[config.mk]
export PLATFORM = sky130hd
export DESIGN_NAME = dma_req_arbiter
export DESIGN_NICKNAME = d
export VERILOG_FILES = /design/src/rtl/dma_arb_pkg.sv /design/src/rtl/dma_ch_gate.sv /design/src/rtl/dma_prio_pick.sv /design/src/rtl/dma_req_arbiter.sv
export SDC_FILE = /design/constraint.sdc
export NUM_CORES = 1
export LEC_CHECK = 0
export ABC_AREA = 0
export BUFFER_PORTS_ARGS = -buffer_cell sky130_fd_sc_hd__buf_4
export CORE_AREA = 2 2 232 234
export DETAILED_ROUTE_END_ITERATION = 7
export DIE_AREA = 0 0 234 236
export HOLD_SLACK_MARGIN = 0.06
export PLACE_DENSITY_LB_ADDON = 0.2
export SLEW_MARGIN = 0
export SYNTH_ARGS = -nofsm -noshare
export SYNTH_HDL_FRONTEND = slang
export SYNTH_HIERARCHICAL = 1
export SYNTH_SLANG_ARGS = --single-unit
export TNS_END_PERCENT = 1
[constraint.sdc]
create_clock -name clk -period 8.4 [get_ports clk]
set_clock_uncertainty 0.1 [all_clocks]
set_input_delay 0.42 -clock clk [delete_from_list [all_inputs] [get_ports clk]]
set_output_delay 0.42 -clock clk [all_outputs]
set_load 0.1 [all_outputs]
[src/rtl/dma_arb_pkg.sv]
// Package: shared field positions and flow-type codes for the channel arbiter.
// Assumes 32-bit configuration and control words per channel.
package dma_arb_pkg;
    localparam int WORD_W     = 32;
    localparam int PERIPH_W   = 5;
    localparam int CNT_W      = 12;
    localparam int EN_BIT     = 0;
    localparam int HALT_BIT   = 18;
    localparam int SRC_LSB    = 1;
    localparam int DST_LSB    = 6;
    localparam int FLOW_LSB   = 11;
    localparam int FLOW_W     = 3;

    typedef enum logic [2:0] {
        FLOW_MEM   = 3'd0,
        FLOW_TO_P  = 3'd1,
        FLOW_FROM_P = 3'd2,
        FLOW_P_TO_P = 3'd3
    } flow_e;
endpackage

[src/rtl/dma_ch_gate.sv]
// Module: per-channel eligibility gate.
// Decodes one channel's configuration and control words and reports whether the
// channel may move an element now, plus whether its flow type is unsupported.
// Assumes the request vector is already the OR of single and burst requests.
module dma_ch_gate
    import dma_arb_pkg::*;
(
    input  logic [WORD_W-1:0] cfg,
    input  logic [WORD_W-1:0] ctl,
    input  logic [31:0]       req,
    output logic              eligible,
    output logic              flow_bad
);
    logic [PERIPH_W-1:0] src_p;
    logic [PERIPH_W-1:0] dst_p;
    logic [FLOW_W-1:0]   flow;
    logic                armed;
    logic                cnt_nz;
    logic                req_ok;
    logic                unused_bits;

    assign src_p  = cfg[SRC_LSB +: PERIPH_W];
    assign dst_p  = cfg[DST_LSB +: PERIPH_W];
    assign flow   = cfg[FLOW_LSB +: FLOW_W];
    assign armed  = cfg[EN_BIT] && !cfg[HALT_BIT];
    assign cnt_nz = |ctl[CNT_W-1:0];
    assign unused_bits = ^{cfg[31:19], cfg[17:14], ctl[31:12]};

    // Purpose: check the peripheral requests that the flow type calls for.
    always_comb begin
        case (flow)
            FLOW_MEM:    req_ok = 1'b1;
            FLOW_TO_P:   req_ok = req[dst_p];
            FLOW_FROM_P: req_ok = req[src_p];
            FLOW_P_TO_P: req_ok = req[src_p] && req[dst_p];
            default:     req_ok = 1'b0;
        endcase
    end

    // Purpose: combine enable, halt, count and request tests into eligibility.
    always_comb begin
        eligible = armed && cnt_nz && req_ok && !flow[FLOW_W-1];
        flow_bad = armed && flow[FLOW_W-1];
    end
endmodule

[src/rtl/dma_prio_pick.sv]
// Module: fixed-priority picker, lowest set index wins.
// Output is one-hot or zero; any_hit reports whether any request was set.
module dma_prio_pick #(
    parameter int N = 8
) (
    input  logic [N-1:0] req,
    output logic [N-1:0] pick,
    output logic         any_hit
);
    // Purpose: scan upward and keep only the first set bit.
    always_comb begin
        logic found;
        found = 1'b0;
        pick  = '0;
        for (int i = 0; i < N; i++) begin
            if (req[i] && !found) begin
                pick[i] = 1'b1;
                found   = 1'b1;
            end
        end
        any_hit = found;
    end
endmodule

[src/rtl/dma_req_arbiter.sv]
// Module: DMA channel request gating arbiter (top).
// Gates every channel against its configuration, count and peripheral requests.
// Holds the current channel while it stays eligible, otherwise scans upward and
// wraps, and registers a one-hot grant with a valid strobe.
// Assumes the count and configuration words are updated externally after each element.
module dma_req_arbiter
    import dma_arb_pkg::*;
#(
    parameter int NUM_CH = 8
) (
    input  logic                     clk,
    input  logic                     rst_n,
    input  logic                     glb_en,
    input  logic [NUM_CH*WORD_W-1:0] chan_cfg,
    input  logic [NUM_CH*WORD_W-1:0] chan_ctl,
    input  logic [31:0]              req_single,
    input  logic [31:0]              req_burst,
    output logic [NUM_CH-1:0]        grant,
    output logic                     grant_vld,
    output logic [NUM_CH-1:0]        flow_err
);
    logic [31:0]       req_any;
    logic [NUM_CH-1:0] elig;
    logic [NUM_CH-1:0] bad;
    logic [NUM_CH-1:0] above;
    logic [NUM_CH-1:0] hold_hit;
    logic [NUM_CH-1:0] pick_up;
    logic [NUM_CH-1:0] pick_all;
    logic              up_any;
    logic              all_any;
    logic [NUM_CH-1:0] nxt_grant;
    logic [NUM_CH-1:0] grant_q;
    logic              vld_q;
    logic [NUM_CH-1:0] bad_q;

    assign req_any = req_single | req_burst;

    for (genvar c = 0; c < NUM_CH; c++) begin : g_ch
        dma_ch_gate u_gate (
            .cfg      (chan_cfg[c*WORD_W +: WORD_W]),
            .ctl      (chan_ctl[c*WORD_W +: WORD_W]),
            .req      (req_any),
            .eligible (elig[c]),
            .flow_bad (bad[c])
        );
    end

    // Purpose: mark channels above the one granted last cycle.
    always_comb begin
        logic seen;
        seen = 1'b0;
        for (int i = 0; i < NUM_CH; i++) begin
            above[i] = seen;
            seen     = seen | grant_q[i];
        end
    end

    assign hold_hit = elig & grant_q;

    dma_prio_pick #(.N(NUM_CH)) u_pick_up (
        .req     (elig & above),
        .pick    (pick_up),
        .any_hit (up_any)
    );

    dma_prio_pick #(.N(NUM_CH)) u_pick_all (
        .req     (elig),
        .pick    (pick_all),
        .any_hit (all_any)
    );

    // Purpose: choose hold, continue upward, or wrap to the lowest channel.
    always_comb begin
        if (!glb_en)          nxt_grant = '0;
        else if (|hold_hit)   nxt_grant = hold_hit;
        else if (up_any)      nxt_grant = pick_up;
        else if (all_any)     nxt_grant = pick_all;
        else                  nxt_grant = '0;
    end

    // Purpose: register grant, valid and unsupported-flow flags.
    always_ff @(posedge clk) begin
        if (!rst_n) begin
            grant_q <= '0;
            vld_q   <= 1'b0;
            bad_q   <= '0;
        end else begin
            grant_q <= nxt_grant;
            vld_q   <= |nxt_grant;
            bad_q   <= bad;
        end
    end

    assign grant     = grant_q;
    assign grant_vld = vld_q;
    assign flow_err  = bad_q;

    AST_GRANT_ONEHOT: assert property (@(posedge clk) disable iff (!rst_n)
        vld_q |-> ($countones(grant_q) == 1));
    AST_IDLE_ZERO: assert property (@(posedge clk) disable iff (!rst_n)
        !vld_q |-> (grant_q == '0));
    AST_GLOBAL_OFF: assert property (@(posedge clk) disable iff (!rst_n)
        !glb_en |=> !vld_q);

    for (genvar c = 0; c < NUM_CH; c++) begin : g_chk
        AST_ARMED_ONLY: assert property (@(posedge clk) disable iff (!rst_n)
            grant_q[c] |-> $past(chan_cfg[c*WORD_W+EN_BIT] && !chan_cfg[c*WORD_W+HALT_BIT]));
        AST_COUNT_NZ: assert property (@(posedge clk) disable iff (!rst_n)
            grant_q[c] |-> $past(chan_ctl[c*WORD_W +: CNT_W] != '0));
        AST_FLOW_OK: assert property (@(posedge clk) disable iff (!rst_n)
            grant_q[c] |-> $past(!chan_cfg[c*WORD_W+FLOW_LSB+FLOW_W-1]));
        AST_BAD_NOGRANT: assert property (@(posedge clk) disable iff (!rst_n)
            bad_q[c] |-> !grant_q[c]);
        AST_HOLD: assert property (@(posedge clk) disable iff (!rst_n)
            (grant_q[c] && elig[c] && glb_en) |=> grant_q[c]);
    end
endmodule

Word level (Yosys, flattened, before mapping)

Cells that the tools add are included.
Widths: inputs -> output; s select.

Register bits after elaboration: 17
Input bits: 579

Order comparisons: 16
Equality and inequality tests: 24
Multiplexer cells: 74
Bitwise gates (word level): 9
Reduce and logical (&&, ||, !) cells: 110

Operators by type and width:

| cell               | number |
|---|---|
| $lt 5x6->1 const B | 16 |
| $reduce_or 12->1   | 8 |
| $bmux 1 s5         | 16 |
| $logic_and 1x1->1  | 62 |
| $eq 3x2->1 const B | 16 |
| $mux 1             | 46 |
| $mux 8             | 4 |
| $or 32x32->32      | 1 |
| $pmux 1 s4         | 8 |
| $logic_not 1->1    | 30 |
| $eq 3x1->1 const B | 8 |
| $logic_not 3->1    | 8 |
| $and 8x8->8        | 2 |
| $reduce_or 8->1    | 2 |
| $or 1x1->1         | 6 |

Depth between registers and ports, before layout

Gate-level depths: netlist of run 1.

Depth after elaboration: 34
Gate-level depth with buffers: 14

By module

Netlist of run 1, hierarchy kept.

Modules (own cells, without submodules):

| module          | instances | cells each | area each (sq um) | seq. area each (sq um) |
|---|---|---|---|---|
| dma_ch_gate     | 8         | 51         | 648.1             | 0.0 |
| dma_req_arbiter | 1         | 114        | 979.7             | 340.3 |
| dma_prio_pick   | 2         | 12         | 96.3              | 0.0 |

Worst setup path after synthesis of run 1

OpenSTA, ideal clock, no wires.

Kind: input to register
From: input port req_burst[21]
To: register vld_q, in the netlist grant_vld
Library setup time: 0.138 ns
Data arrival time: 3.409 ns
Slack: 4.753 ns
Stages: 13
Path buffers: 1
Path through: or2_2 > mux4_2 > nor2b_4 > a211o_1 > nand4b_1 > a311oi_1 > and2_1 > nor4_4 > nand3_1 > clkbuf_1 > a22o_1 > o31ai_1 > a41oi_1

Elaborated cells on any way between the ends: 131

RTL lines:

| what                                 | RTL line                                                | text |
|---|---|---|
| from (decl)                          | dma_req_arbiter.sv:17                                   | `input logic [31:0] req_burst,` |
| $or 32x32->32 *                      | dma_req_arbiter.sv:36                                   | `assign req_any = req_single \| req_burst;` |
| $bmux 1 s5, on equally long branches | dma_ch_gate.sv:34, dma_ch_gate.sv:35, dma_ch_gate.sv:33 |  |
| $mux 1, on equally long branches     | dma_ch_gate.sv:34, dma_ch_gate.sv:35, dma_ch_gate.sv:33 |  |
| $logic_and 1x1->1                    | dma_ch_gate.sv:35                                       | `FLOW_P_TO_P: req_ok = req[src_p] && req[dst_p];` |
| $pmux 1 s4 *                         | dma_ch_gate.sv:31                                       | `case (flow)` |
| $logic_and 1x1->1 * (2 in series)    | dma_ch_gate.sv:42                                       | `eligible = armed && cnt_nz && req_ok && !flow[FLOW_W-1];` |
| named net elig[1]                    | dma_req_arbiter.sv:23                                   | `logic [NUM_CH-1:0] elig;` |
| $and 8x8->8 *                        | dma_req_arbiter.sv:61                                   | `.req (elig & above),` |
| [17 not listed]                      | -                                                       |  |
| $logic_not 1->1                      | dma_prio_pick.sv:16                                     | `if (req[i] && !found) begin` |
| $logic_and 1x1->1                    | dma_prio_pick.sv:16                                     |  |
| $mux 1 *                             | dma_prio_pick.sv:16                                     |  |
| named net up_any                     | dma_req_arbiter.sv:29                                   | `logic up_any;` |
| $mux 8 *                             | dma_req_arbiter.sv:76                                   | `else if (up_any) nxt_grant = pick_up;` |
| $mux 8 *                             | dma_req_arbiter.sv:75                                   | `else if (\|hold_hit) nxt_grant = hold_hit;` |
| $mux 8 *                             | dma_req_arbiter.sv:74                                   | `if (!glb_en) nxt_grant = '0;` |
| $reduce_or 8->1 *                    | dma_req_arbiter.sv:89                                   | `vld_q <= \|nxt_grant;` |
| to (signal assigned)                 | dma_req_arbiter.sv:89                                   |  |
| to (decl)                            | dma_req_arbiter.sv:33                                   | `logic vld_q;` |

The timed path passes the listed nets; every way through them passes the cells marked *. The select of a mux whose other input is x is not followed.
A chain may end at the register's enable or synchronous reset.

Worst setup path in the final report of run 1

From: input port req_burst[0]
To: register vld_q, in the netlist grant_vld

Elaborated cells on any way between the ends: 131

RTL lines:

| what                                 | RTL line                                                | text |
|---|---|---|
| $or 32x32->32 *                      | dma_req_arbiter.sv:36                                   |  |
| named net req_any[0]                 | dma_req_arbiter.sv:22                                   | `logic [31:0] req_any;` |
| $bmux 1 s5, on equally long branches | dma_ch_gate.sv:34, dma_ch_gate.sv:35, dma_ch_gate.sv:33 |  |
| $mux 1, on equally long branches     | dma_ch_gate.sv:34, dma_ch_gate.sv:35, dma_ch_gate.sv:33 |  |
| $logic_and 1x1->1                    | dma_ch_gate.sv:35                                       |  |
| $pmux 1 s4 *                         | dma_ch_gate.sv:31                                       |  |
| $logic_and 1x1->1 * (2 in series)    | dma_ch_gate.sv:42                                       |  |
| named net elig[1]                    | dma_req_arbiter.sv:23                                   |  |
| [18 not listed]                      | -                                                       |  |
| $logic_not 1->1                      | dma_prio_pick.sv:16                                     |  |
| $logic_and 1x1->1                    | dma_prio_pick.sv:16                                     |  |
| $mux 1 *                             | dma_prio_pick.sv:16                                     |  |
| named net up_any                     | dma_req_arbiter.sv:29                                   |  |
| $mux 8 *                             | dma_req_arbiter.sv:76                                   |  |
| $mux 8 *                             | dma_req_arbiter.sv:75                                   |  |
| $mux 8 *                             | dma_req_arbiter.sv:74                                   |  |
| $reduce_or 8->1 *                    | dma_req_arbiter.sv:89                                   |  |

Marked as above.

==> results.txt, run 1 <==
----------------------------------------------------
[Floorplanning]
  Chip Width ... 234 um
  Vert. Die Dim ... 236 um
  Site Rows ... 85
  Core region area ... 53100 um^2
  Effective utilization at floorplan ... 12.0%
  Overall die area ... between 50000 and 60000 um^2
  Top-Level Pins ... 596

[CTS]
  CTS-repair resized insts ... 0
  Clock tree from TritonCTS ... done
  Cts hold-fix bufs ... 0
  Worst-skew pair later-pin latency ... 0.29 ns
  Total setup buffers inserted after CTS ... 0
  Clock buffers created by TritonCTS ... 3
  Master cell of the clock root buffer ... clkbuf_16
  Clock Sinks ... 17
  Worst-case clock buffer depth ... 2
  Count of H-tree levels built during CTS ... 1
  Clock transition at the registers of the reported paths ... 0.09 ns

[Logic synthesis]
  Share of synthesized area occupied by flip-flops and latches ... 5.35%
  Post-synthesis share of cell area spent on full adders, half adders and majority gates ... 0%
  Synth top area cells ... mux4_2, mux4_1, mux2i_1
  Synth Area in Compound Gates ... under 10%
  Count leader, synth ... mux4_2
  Post-synth EDFFs ... 0
  FFs w/ async S/R, synth ... 0%
  Proportion of netlist area held by the largest area contributor ... around a quarter
  Cell type with the highest aggregate area in the netlist ... mux4_2
  Post-synth top cells ... mux4_2, mux2i_1, mux4_1
  Synthesis-stage register bit count ... 17
  Top flip-flop cell by instance count after synthesis ... dfxtp_1
  Cell count after synthesis ... around 550
  Yosys warns ... 6
  Simple-gate share of the synthesized area ... 26.4%
  Post-synthesis instance area ... roughly 6400 um^2
  Mean instance size in the synthesized netlist ... 11.6 um^2
  Yosys cell types ... 43
  Parity-gate share of the synthesized area counting xor and xnor cells ... 0%
  Main combinational cell family by area after synthesis ... multiplexers
  Mux contribution to synthesized area ... 55.6%

[Pwr]
  Worst IR drop on VDD ... 0.0708 mV
  Share of power burned in registers ... 13.3%
  Logic gate share of total power ... 66.6%
  Int Power ... 365 uW
  Switching pwr ... around 260 uW
  Switching power as a share of total power ... around two fifths
  Leak pwr ... about 0.0035 uW
  Clk pwr share ... 20.2%
  Total design power ... 626 uW
  Power per cell area ... 67.4 nW/um^2

[GRT]
  Overall overflow remaining after global route ... 0
  Global-route layer with the greatest usage ... met2
  First-pass GRT wire length ... 50000 um
  Largest net degree at the start of global routing ... 17
  Initial antenna violation count ... 4
  Total track usage ... between 10% and 20%
  Met3 Resource Use GR ... 2.15%
  GR Layer Usage met2 ... 20.3%
  Number of global-route vias before repair ... 6755
  Fraction of met1 tracks used by global routing ... 17.9%

[Timing]
  Measured slew at the worst slew-check pin ... 0.718 ns
  Tightest hold margin ... 0.378 ns
  Max_slew headroom ... 51.8%
  Count of final max-slew check failures ... 0
  Final hold violation count ... 0
  Setup repair after global routing missed its margin ... no
  Max Clk Rate ... about 220 MHz
  Aggregate negative setup slack ... 0 ns
  Count of final setup violators ... 0
  Minimum clock period ... 4.56 ns
  Final worst-path cycle share ... a little over half

[Drt]
  Number of vias after detailed routing ... a little under 7000
  Total wire length after detailed routing ... between 30000 and 40000 um
  Final antenna-violating net count ... 0
  First DRT Iteration DRCs ... between 400 and 500
  Count of unresolved DRC violations after routing ... 0
  Routed wire length per instance ... around 24 um
  Routed via count divided by cell count ... roughly 4.5
  Total iterations of the first detailed-routing run ... 5

[Status]
  Result of the run ... finished clean

[Critical path]
  Setup slack of the most critical reg-to-reg path ... 5.27 ns
  Crit path DAT ... between 4 and 5 ns
  Crit-path max FO ... 16
  Number of cells on the worst reg-to-reg path ... 8
  Launching element type of the critical path ... primary input
  Origin of the critical flop-to-flop path ... grant[0]$_SDFF_PN0_
  Critical path data required time ... 8.51 ns
  Reg-to-reg endpoint ... grant_vld$_SDFF_PN0_
  Critical Path End Type ... register
  Crit path kind ... primary input to register

[Min path]
  Min-delay src ... chan_cfg[192]
  WHS Path Cells ... 3
  Worst Hold Path EP ... flow_err[6]$_SDFF_PN0_
  Path type of the worst min-delay path ... primary input to register

[Run]
  Max-cap violation count ... 0

[Place]
  Placed insts ... 1508
  Port buffer count ... 299
  Hpwl dp ... 26500 um
  GPL Wtd Cong ... 0.762

[Final layout]
  Share of layout cells above drive strength 1 ... a little over half
  Final core utilization ... 17.5%
  Register cell area after layout ... 340 um^2
  FILL cells ... 5893
  Final Non-Filler Cells ... about 1500
  Area of combinational cells with multiple inputs ... 5690 um^2
  Count of nets after finishing ... 1396
  Syn-to-layout area delta ... 46.2%

----------------------------------------------------
==> how the worst max path moves through the flow <==
stage,startpoint,to,slack [ns]
2_1_floorplan,req_burst[21],grant_vld$_SDFF_PN0_,4.75
3_3_place_gp,req_burst[0],grant_vld$_SDFF_PN0_,3.53
3_5_place_dp,req_burst[0],grant_vld$_SDFF_PN0_,3.53
4_1_cts,req_burst[0],grant_vld$_SDFF_PN0_,3.81
5_1_grt,req_burst[0],grant_vld$_SDFF_PN0_,3.55
6_report,req_burst[0],grant_vld$_SDFF_PN0_,3.84
==> per-stage QoR <==
step / area, um^2 / worst slack (ns)
6_report: 9290 / 3.84
5_1_grt: 9290 / 3.55
4_1_cts: 9290 / 3.81
3_5_place_dp: 9200 / 3.53
3_3_place_gp: 9200 / 3.53
2_1_floorplan: 6370 / 4.75
==> area by class of cell <==
cell class | count | share of cell area [%]
inverter | 1 | 0.0404
timing repair buffer | 306 | 24.7
antenna | 2 | 0.0539
clock inverter | 1 | 0.0808
sequential | 17 | 3.66
clock buffer | 3 | 0.808
multi-input combinational | 488 | 61.3
tap | 696 | 9.37
==> cells by family after synthesis <==
group	count (synthesis)
AND/OR/NAND/NOR	245
AO/OA/AOI/OAI	54
buffers and inverters	45
flip-flops	17
other	1
multiplexers	184
==> state kept, by name, summed over array words and instances (netlist names) <==
register   flops
flow_err       8
grant          8
grant_vld      1
==> power by group through the flow <==
stage          combinational, uW  sequential [uW]  clock (uW)
2_1_floorplan                215             96.7           0
3_3_place_gp                 415             85.0           0
3_5_place_dp                 418             85.0           0
4_1_cts                      419             83.1         135
5_1_grt                      442             83.3         136
6_report                     417             83.1         126
==> worst max-delay path: stages <==
cell and delay (ns):
buf_4 0.11, or2_2 0.56, mux4_1 0.57, o311ai_0 0.43
a311oi_1 0.19, buf_4 0.22, and2_1 0.22, nor4_4 0.38
nand3_1 0.37, nor2b_1 0.53, a22o_1 0.26, and3b_1 0.20
a41oi_1 0.17
==> placed cells by master, fill, tap and decap left out, types with 5 or more instances in the layout <==
master    instances
buf_4           306
mux4_2           72
mux2i_1          56
mux4_1           48
or2_2            32
nor4_1           32
nand2_1          28
nand3_1          26
nand4b_1         24
nor3b_1          18
dfxtp_1          17
and2_1           12
nor2_1           12
and3b_1          11
a22o_1           10
and4b_1          10
nor4b_1          10
nor2b_4           8
a211o_1           8
mux2_2            8
o311ai_0          8
nand4_1           8
a311oi_1          7
a22oi_1           6
conb_1            5
==> per-layer routing <==
layer  wire length (um)  up-vias
li1                   -     2969
met1              16700     3465
met2              16800      381
met3               2540       44
met4                903        2
met5                 13        -
(Power assumes the default switching activity.)
==> run 2, diff against run 1 <==
- CORE_AREA: 2 2 232 234 -> 2 2 233 235
- DIE_AREA: 0 0 234 236 -> 0 0 235 237
- clock period: 8.4 -> 3.95 ns (I/O delays scaled with it)
==> results.txt, run 2 (synthesis gave the netlist of run 1 again) <==
----------------------------------------------------
[Timing]
  Measured slew at the worst slew-check pin ... 0.916 ns (+0.198 ns)
  Max_slew headroom ... 38.5% (-13 points)
  Aggregate negative setup slack ... 0 ns (unchanged)
  Minimum clock period ... 3.61 ns
  Count of final max-slew check failures ... 0 (unchanged)
  Count of final setup violators ... 0 (unchanged)
  Final hold violation count ... 0 (unchanged)
  Max Clk Rate ... 277 MHz
  Setup repair after global routing missed its margin ... no
  Final worst-path cycle share ... 91.4%

[Critical path]
  Crit-path max FO ... 15 (-1)
  Worst Path Buf+Inv ... 4 (+2)
  Launching element type of the critical path ... primary input
  Library cell appearing most often on the critical path ... buf_4
  Critical path data required time ... 4.00 ns (-4.51 ns)
  Largest delay share family, worst path ... simple AND/OR/NAND/NOR gates
  CP max-delay cell ... mux4_2
  Worst-path cell chain ... buf_4 > or2_2 > buf_4 > mux4_2 > nor2b_4 > a211o_1 > nand4b_1 > a311oi_1 > buf_4 > nor4_4 > nand3_1 > nor2b_1 > buf_4 > a22o_1 > o31ai_1 > a41oi_1
  Crit path kind ... primary input to register
  Max stage delay on crit path ... 0.49 ns (-0.08 ns)
  Setup slack of the most critical reg-to-reg path ... 1.26 ns (-4.01 ns)
  Critical Path End Type ... register
  Crit path DAT ... 3.66 ns (-1.01 ns)

[Drt]
  Routed wire length per instance ... 23.3 um (-4.6%)
  Count of unresolved DRC violations after routing ... 0 (unchanged)
  First DRT Iteration DRCs ... 506 (+8.1%)
  Number of vias after detailed routing ... 6894 (+0.48%)
  Total iterations of the first detailed-routing run ... 5 (unchanged)
  Total wire length after detailed routing ... 36700 um (-0.96%)
  Final antenna-violating net count ... 0 (unchanged)
  Routed via count divided by cell count ... 4.39 (-3.2%)

[Run]
  Max-cap violation count ... 0 (unchanged)

[Final layout]
  Syn-to-layout area delta ... 53.1%
  Area of combinational cells with multiple inputs ... 5690 um^2 (-0.11%)
  Share of layout cells above drive strength 1 ... 56.5% (+3.0 points)
  Most common cell after layout, fill and taps aside ... buf_4
  FILL cells ... 5911 (+0.31%)
  Most used cells in the layout excluding fill and tap cells ... buf_4, mux4_2, mux2i_1
  Register cell area after layout ... 340 um^2 (unchanged)
  Final Non-Filler Cells ... 1572 (+3.8%)
  Count of nets after finishing ... 1454 (+4.2%)

[CTS]
  Worst-case clock buffer depth ... 2 (unchanged)
  CTS-repair resized insts ... 0 (unchanged)
  Master cell of the clock root buffer ... clkbuf_16
  Total setup buffers inserted after CTS ... 0 (unchanged)
  Clock buffers created by TritonCTS ... 3 (unchanged)
  Clock Sinks ... 17 (unchanged)
  Cts hold-fix bufs ... 0 (unchanged)
  Clock tree from TritonCTS ... done
  Count of H-tree levels built during CTS ... 1 (unchanged)
  Clock transition at the registers of the reported paths ... 0.08 ns (about the same)
  Worst-skew pair later-pin latency ... 0.28 ns (about the same)

[GRT]
  Number of global-route vias before repair ... 6932 (+2.6%)
  Largest net degree at the start of global routing ... 16 (-1)
  Initial antenna violation count ... 9 (+5)
  Total track usage ... 12.7% (-0.22 points)
  Overall overflow remaining after global route ... 0 (unchanged)
  First-pass GRT wire length ... 51500 um (+3.1%)

[Floorplanning]
  Chip Width ... 235 um (+0.43%)
  Site Rows ... 85 (unchanged)
  Top-Level Pins ... 596 (unchanged)
  Vert. Die Dim ... 237 um (+0.42%)
  Overall die area ... 55700 um^2 (+0.85%)
  Effective utilization at floorplan ... 11.9% (-0.048 points)
  Core region area ... 53300 um^2 (+0.40%)

[Status]
  Result of the run ... finished clean

[Place]
  Placed insts ... 1566 (+3.8%)
  GPL Wtd Cong ... 0.774 (+1.6%)
  Hpwl dp ... 29200 um (+10%)
  Port buffer count ... 299 (unchanged)

[Min path]
  Path type of the worst min-delay path ... primary input to register

[Pwr]
  Power per cell area ... 138 nW/um^2 (+100%)
  Worst IR drop on VDD ... 0.0989 mV (+40%)
  Leak pwr ... 0.00379 uW (+7.8%)

----------------------------------------------------
==> run 2: changes by cell type in the layout (fill, tap and decap cells not counted) <==
cell | before | now
buf_12 | 0 | 1
buf_4 | 306 | 363
a311oi_2 | 1 | 0
a311oi_1 | 7 | 8
==> run 2: layout make-up <==
cell class                      instances  area share [%]
Antenna cell                            2          0.0514
Clock buffer                            3           0.771
Clock inverter                          1          0.0771
Inverter                                1          0.0386
Multi-Input combinational cell        488            58.4
Sequential cell                        17            3.50
Tap cell                              696            8.95
Timing Repair Buffer                  364            28.2
==> run 2: path summary, 6_finish.rpt <==
path	from	endpoint	cells past startpoint
worst max-delay path	req_burst[21]	grant_vld$_SDFF_PN0_	16
worst max register to register	grant[0]$_SDFF_PN0_	grant_vld$_SDFF_PN0_	8
worst min register to register	grant[7]$_SDFF_PN0_	grant[7]$_SDFF_PN0_	2
worst min-delay path	chan_cfg[192]	flow_err[6]$_SDFF_PN0_	3
==> run 2: worst min-delay path, cell delays in order <==
cell and delay [ns]:
buf_4 0.08, and3b_1 0.13, and2_1 0.10
==> run 2: metal layers <==
metal  vias to the layer above  part of all wire [%]  track usage [%]
met2                       349                    46             20.5
met4                        14                  0.68             1.05
met5                         -                  0.25                0
met3                        26                   7.8             3.16
li1                       3085                     -                -
met1                      3420                    45             17.6
==> run 2: metrics by stage <==
| stage | setup WS [ns] | hold WS, ns | util [%] | total power (uW) | cell area (um^2) |
|---|---|---|---|---|---|
| 2_1_floorplan | 0.525 | 0.219 | - | 663 | 6370 |
| 3_3_place_gp | 0.0700 | 0.442 | 18.1 | 1090 | 9650 |
| 3_5_place_dp | 0.0724 | 0.452 | 18.1 | 1090 | 9650 |
| 4_1_cts | 0.381 | 0.145 | 18.3 | 1370 | 9730 |
| 5_1_grt | 0.159 | 0.158 | 18.3 | 1430 | 9730 |
| 6_report | 0.339 | 0.155 | 18.3 | 1340 | 9730 |
==> run 2: power by group <==
group,switching (uW),total [uW],leakage (uW),internal (uW)
Clock,120,259,0.0000371,139
Combinational,409,907,0.00362,498
Sequential,2.38,177,0.000138,175
Total,532,1340,0.00379,811
==> run 3, diff against run 2 <==
- CELL_PAD_IN_SITES_DETAIL_PLACEMENT: default -> 1
- CELL_PAD_IN_SITES_GLOBAL_PLACEMENT: default -> 2
- CORE_AREA: 2 2 233 235 -> 2 2 235 237
- DIE_AREA: 0 0 235 237 -> 0 0 237 239
==> results.txt, run 3 (synthesis gave the netlist of run 1 again) <==
----------------------------------------------------
[Timing]
  Max_slew headroom ... 35.7% (-2.8 points)
  Count of final setup violators ... 0 (unchanged)
  Count of final max-slew check failures ... 0 (unchanged)
  Minimum clock period ... 3.73 ns (+0.121 ns)
  Final hold violation count ... 0 (unchanged)
  Final worst-path cycle share ... 94.5% (+3.1 points)
  Setup repair after global routing missed its margin ... no
  Aggregate negative setup slack ... 0 ns (unchanged)
  Max Clk Rate ... 268 MHz (-3.2%)
  Measured slew at the worst slew-check pin ... 0.958 ns (+0.0423 ns)

[Critical path]
  Launching element type of the critical path ... primary input
  Crit-path max FO ... 12 (-3)
  Beginning of the critical path ... req_burst[20]
  Origin of the critical flop-to-flop path ... grant[0]$_SDFF_PN0_
  Critical Path End Type ... register
  Library cell appearing most often on the critical path ... buf_4
  Critical path data required time ... 3.99 ns (about the same)
  Worst-path cell chain ... buf_4 > or2_2 > buf_4 > mux4_2 > nor2b_4 > a211o_1 > nand4b_1 > a311oi_1 > buf_4 > nor4_4 > nand3_1 > nor2b_1 > buf_4 > a22o_1 > o31ai_1 > a41oi_1
  Max stage delay on crit path ... 0.48 ns (about the same)
  CP max-delay cell ... mux4_2
  Crit path DAT ... 3.77 ns (+0.11 ns)
  Crit path kind ... primary input to register

[Drt]
  First DRT Iteration DRCs ... 390 (-23%)
  Number of vias after detailed routing ... 7068 (+2.5%)
  Routed wire length per instance ... 23.9 um (+2.4%)
  Count of unresolved DRC violations after routing ... 0 (unchanged)
  Final antenna-violating net count ... 0 (unchanged)
  Total iterations of the first detailed-routing run ... 5 (unchanged)
  Routed via count divided by cell count ... 4.39 (+0.10%)
  Total wire length after detailed routing ... 38500 um (+4.9%)

[Floorplanning]
  Effective utilization at floorplan ... 11.7% (-0.23 points)
  Overall die area ... 56600 um^2 (+1.7%)
  Chip Width ... 237 um (+0.85%)
  Vert. Die Dim ... 239 um (+0.84%)
  Top-Level Pins ... 596 (unchanged)
  Site Rows ... 86 (+1.2%)
  Core region area ... 54300 um^2 (+2.0%)

[Pwr]
  Total design power ... 1400 uW (+3.9%)
  Leak pwr ... 0.00398 uW (+5.0%)
  Power per cell area ... 138 nW/um^2 (+0.32%)
  Worst IR drop on VDD ... 0.128 mV (+29%)

[Place]
  Placed insts ... 1604 (+2.4%)
  GPL Wtd Cong ... 0.761 (-1.7%)
  Hpwl dp ... 32100 um (+9.9%)
  Total placed instance area ... 9990 um^2 (+3.6%)
  Port buffer count ... 299 (unchanged)

[GRT]
  Largest net degree at the start of global routing ... 16 (unchanged)
  Overall overflow remaining after global route ... 0 (unchanged)
  Number of global-route vias before repair ... 7437 (+7.3%)
  Initial antenna violation count ... 6 (-3)
  GR Layer Usage met2 ... 21.3% (+0.79 points)
  Global-route layer with the greatest usage ... met2
  Fraction of met1 tracks used by global routing ... 18.3% (+0.73 points)
  Total track usage ... 13.2% (+0.54 points)
  First-pass GRT wire length ... 54100 um (+5.0%)
  Met3 Resource Use GR ... 2.98% (-0.18 points)

[Min path]
  Path type of the worst min-delay path ... primary input to register
  Min-delay src ... chan_cfg[192]

[Run]
  Max-cap violation count ... 0 (unchanged)

[CTS]
  Clock Sinks ... 17 (unchanged)
  Clock transition at the registers of the reported paths ... 0.08 ns (about the same)
  Worst-skew pair later-pin latency ... 0.28 ns (about the same)
  Total setup buffers inserted after CTS ... 0 (unchanged)
  Count of H-tree levels built during CTS ... 1 (unchanged)
  Clock buffers created by TritonCTS ... 3 (unchanged)
  Clock tree from TritonCTS ... done
  Cts hold-fix bufs ... 0 (unchanged)
  Master cell of the clock root buffer ... clkbuf_16
  Worst-case clock buffer depth ... 2 (unchanged)

[Final layout]
  Count of nets after finishing ... 1484 (+2.1%)
  Final Non-Filler Cells ... 1610 (+2.4%)
  Most common cell after layout, fill and taps aside ... buf_4
  Final design area excluding fillers ... 10100 um^2 (+3.6%)
  Most used cells in the layout excluding fill and tap cells ... buf_4, mux4_2, mux2i_1
  Share of layout cells above drive strength 1 ... 58.0% (+1.4 points)
  Syn-to-layout area delta ... 58.6%
  FILL cells ... 6225 (+5.3%)

[Status]
  Result of the run ... finished clean

----------------------------------------------------
## run 3: cell types whose count changed in the layout (fill, tap and decap cells not counted)
| cell | before | now |
|---|---|---|
| or2_2 | 32 | 31 |
| clkinv_2 | 0 | 1 |
| o311ai_1 | 0 | 1 |
| or2_4 | 0 | 1 |
| buf_12 | 1 | 10 |
| o311ai_0 | 8 | 7 |
| buf_4 | 363 | 384 |
| clkinvlp_4 | 1 | 0 |
## run 3: routing by layer
layer	vias up	share of wire, %
li1	3148	-
met1	3572	46
met2	313	46
met3	25	7.2
met4	10	1.1
met5	-	0.18
## run 3: layout make-up
class	instances	area (um^2)	share of cell area [%]
Sequential cell	17	340	3.38
Multi-Input combinational cell	488	5690	56.4
Inverter	1	3.75	0.0372
Tap cell	704	881	8.74
Clock buffer	3	75.1	0.745
Antenna cell	2	5.00	0.0496
Timing Repair Buffer	394	3080	30.6
Clock inverter	1	5.00	0.0496
## run 3: metrics by stage
step                hold slack (ns)  util (%)  setup slack (ns)
floorplan                     0.219         -             0.525
global placement              0.442      18.4            -0.113
detailed placement            0.454      18.4            -0.129
CTS                           0.150      18.5             0.190
global route                  0.168      18.5            0.0185
finish                        0.164      18.6             0.218
## run 3: power breakdown
part / switching [uW] / internal (uW)
clock: 116 / 138
combinational: 434 / 530
sequential: 2.00 / 175
total: 552 / 843
## run 3: timing repair
item / in CTS / in global routing
hold endpoints to repair: 0 / 0
resized for setup: 0 / 2
endpoints found under the setup margin: 0 / 1
## run 3: worst paths after layout
| kind | to | slack [ns] | depth (start not counted) |
|---|---|---|---|
| max | grant_vld$_SDFF_PN0_ | 0.22 | 16 |
| min | flow_err[6]$_SDFF_PN0_ | 0.16 | 3 |
| max reg2reg | grant_vld$_SDFF_PN0_ | 1.23 | 8 |
| min reg2reg | grant[7]$_SDFF_PN0_ | 0.48 | 2 |
## run 3: critical path, delay by kind of cell
| kind | cells | cell delay (ns) |
|---|---|---|
| buffers and inverters | 4 | 0.69 |
| muxes | 1 | 0.48 |
| and+or+nand+nor | 6 | 1.28 |
| AOI/OAI and AO/OA | 5 | 1.11 |
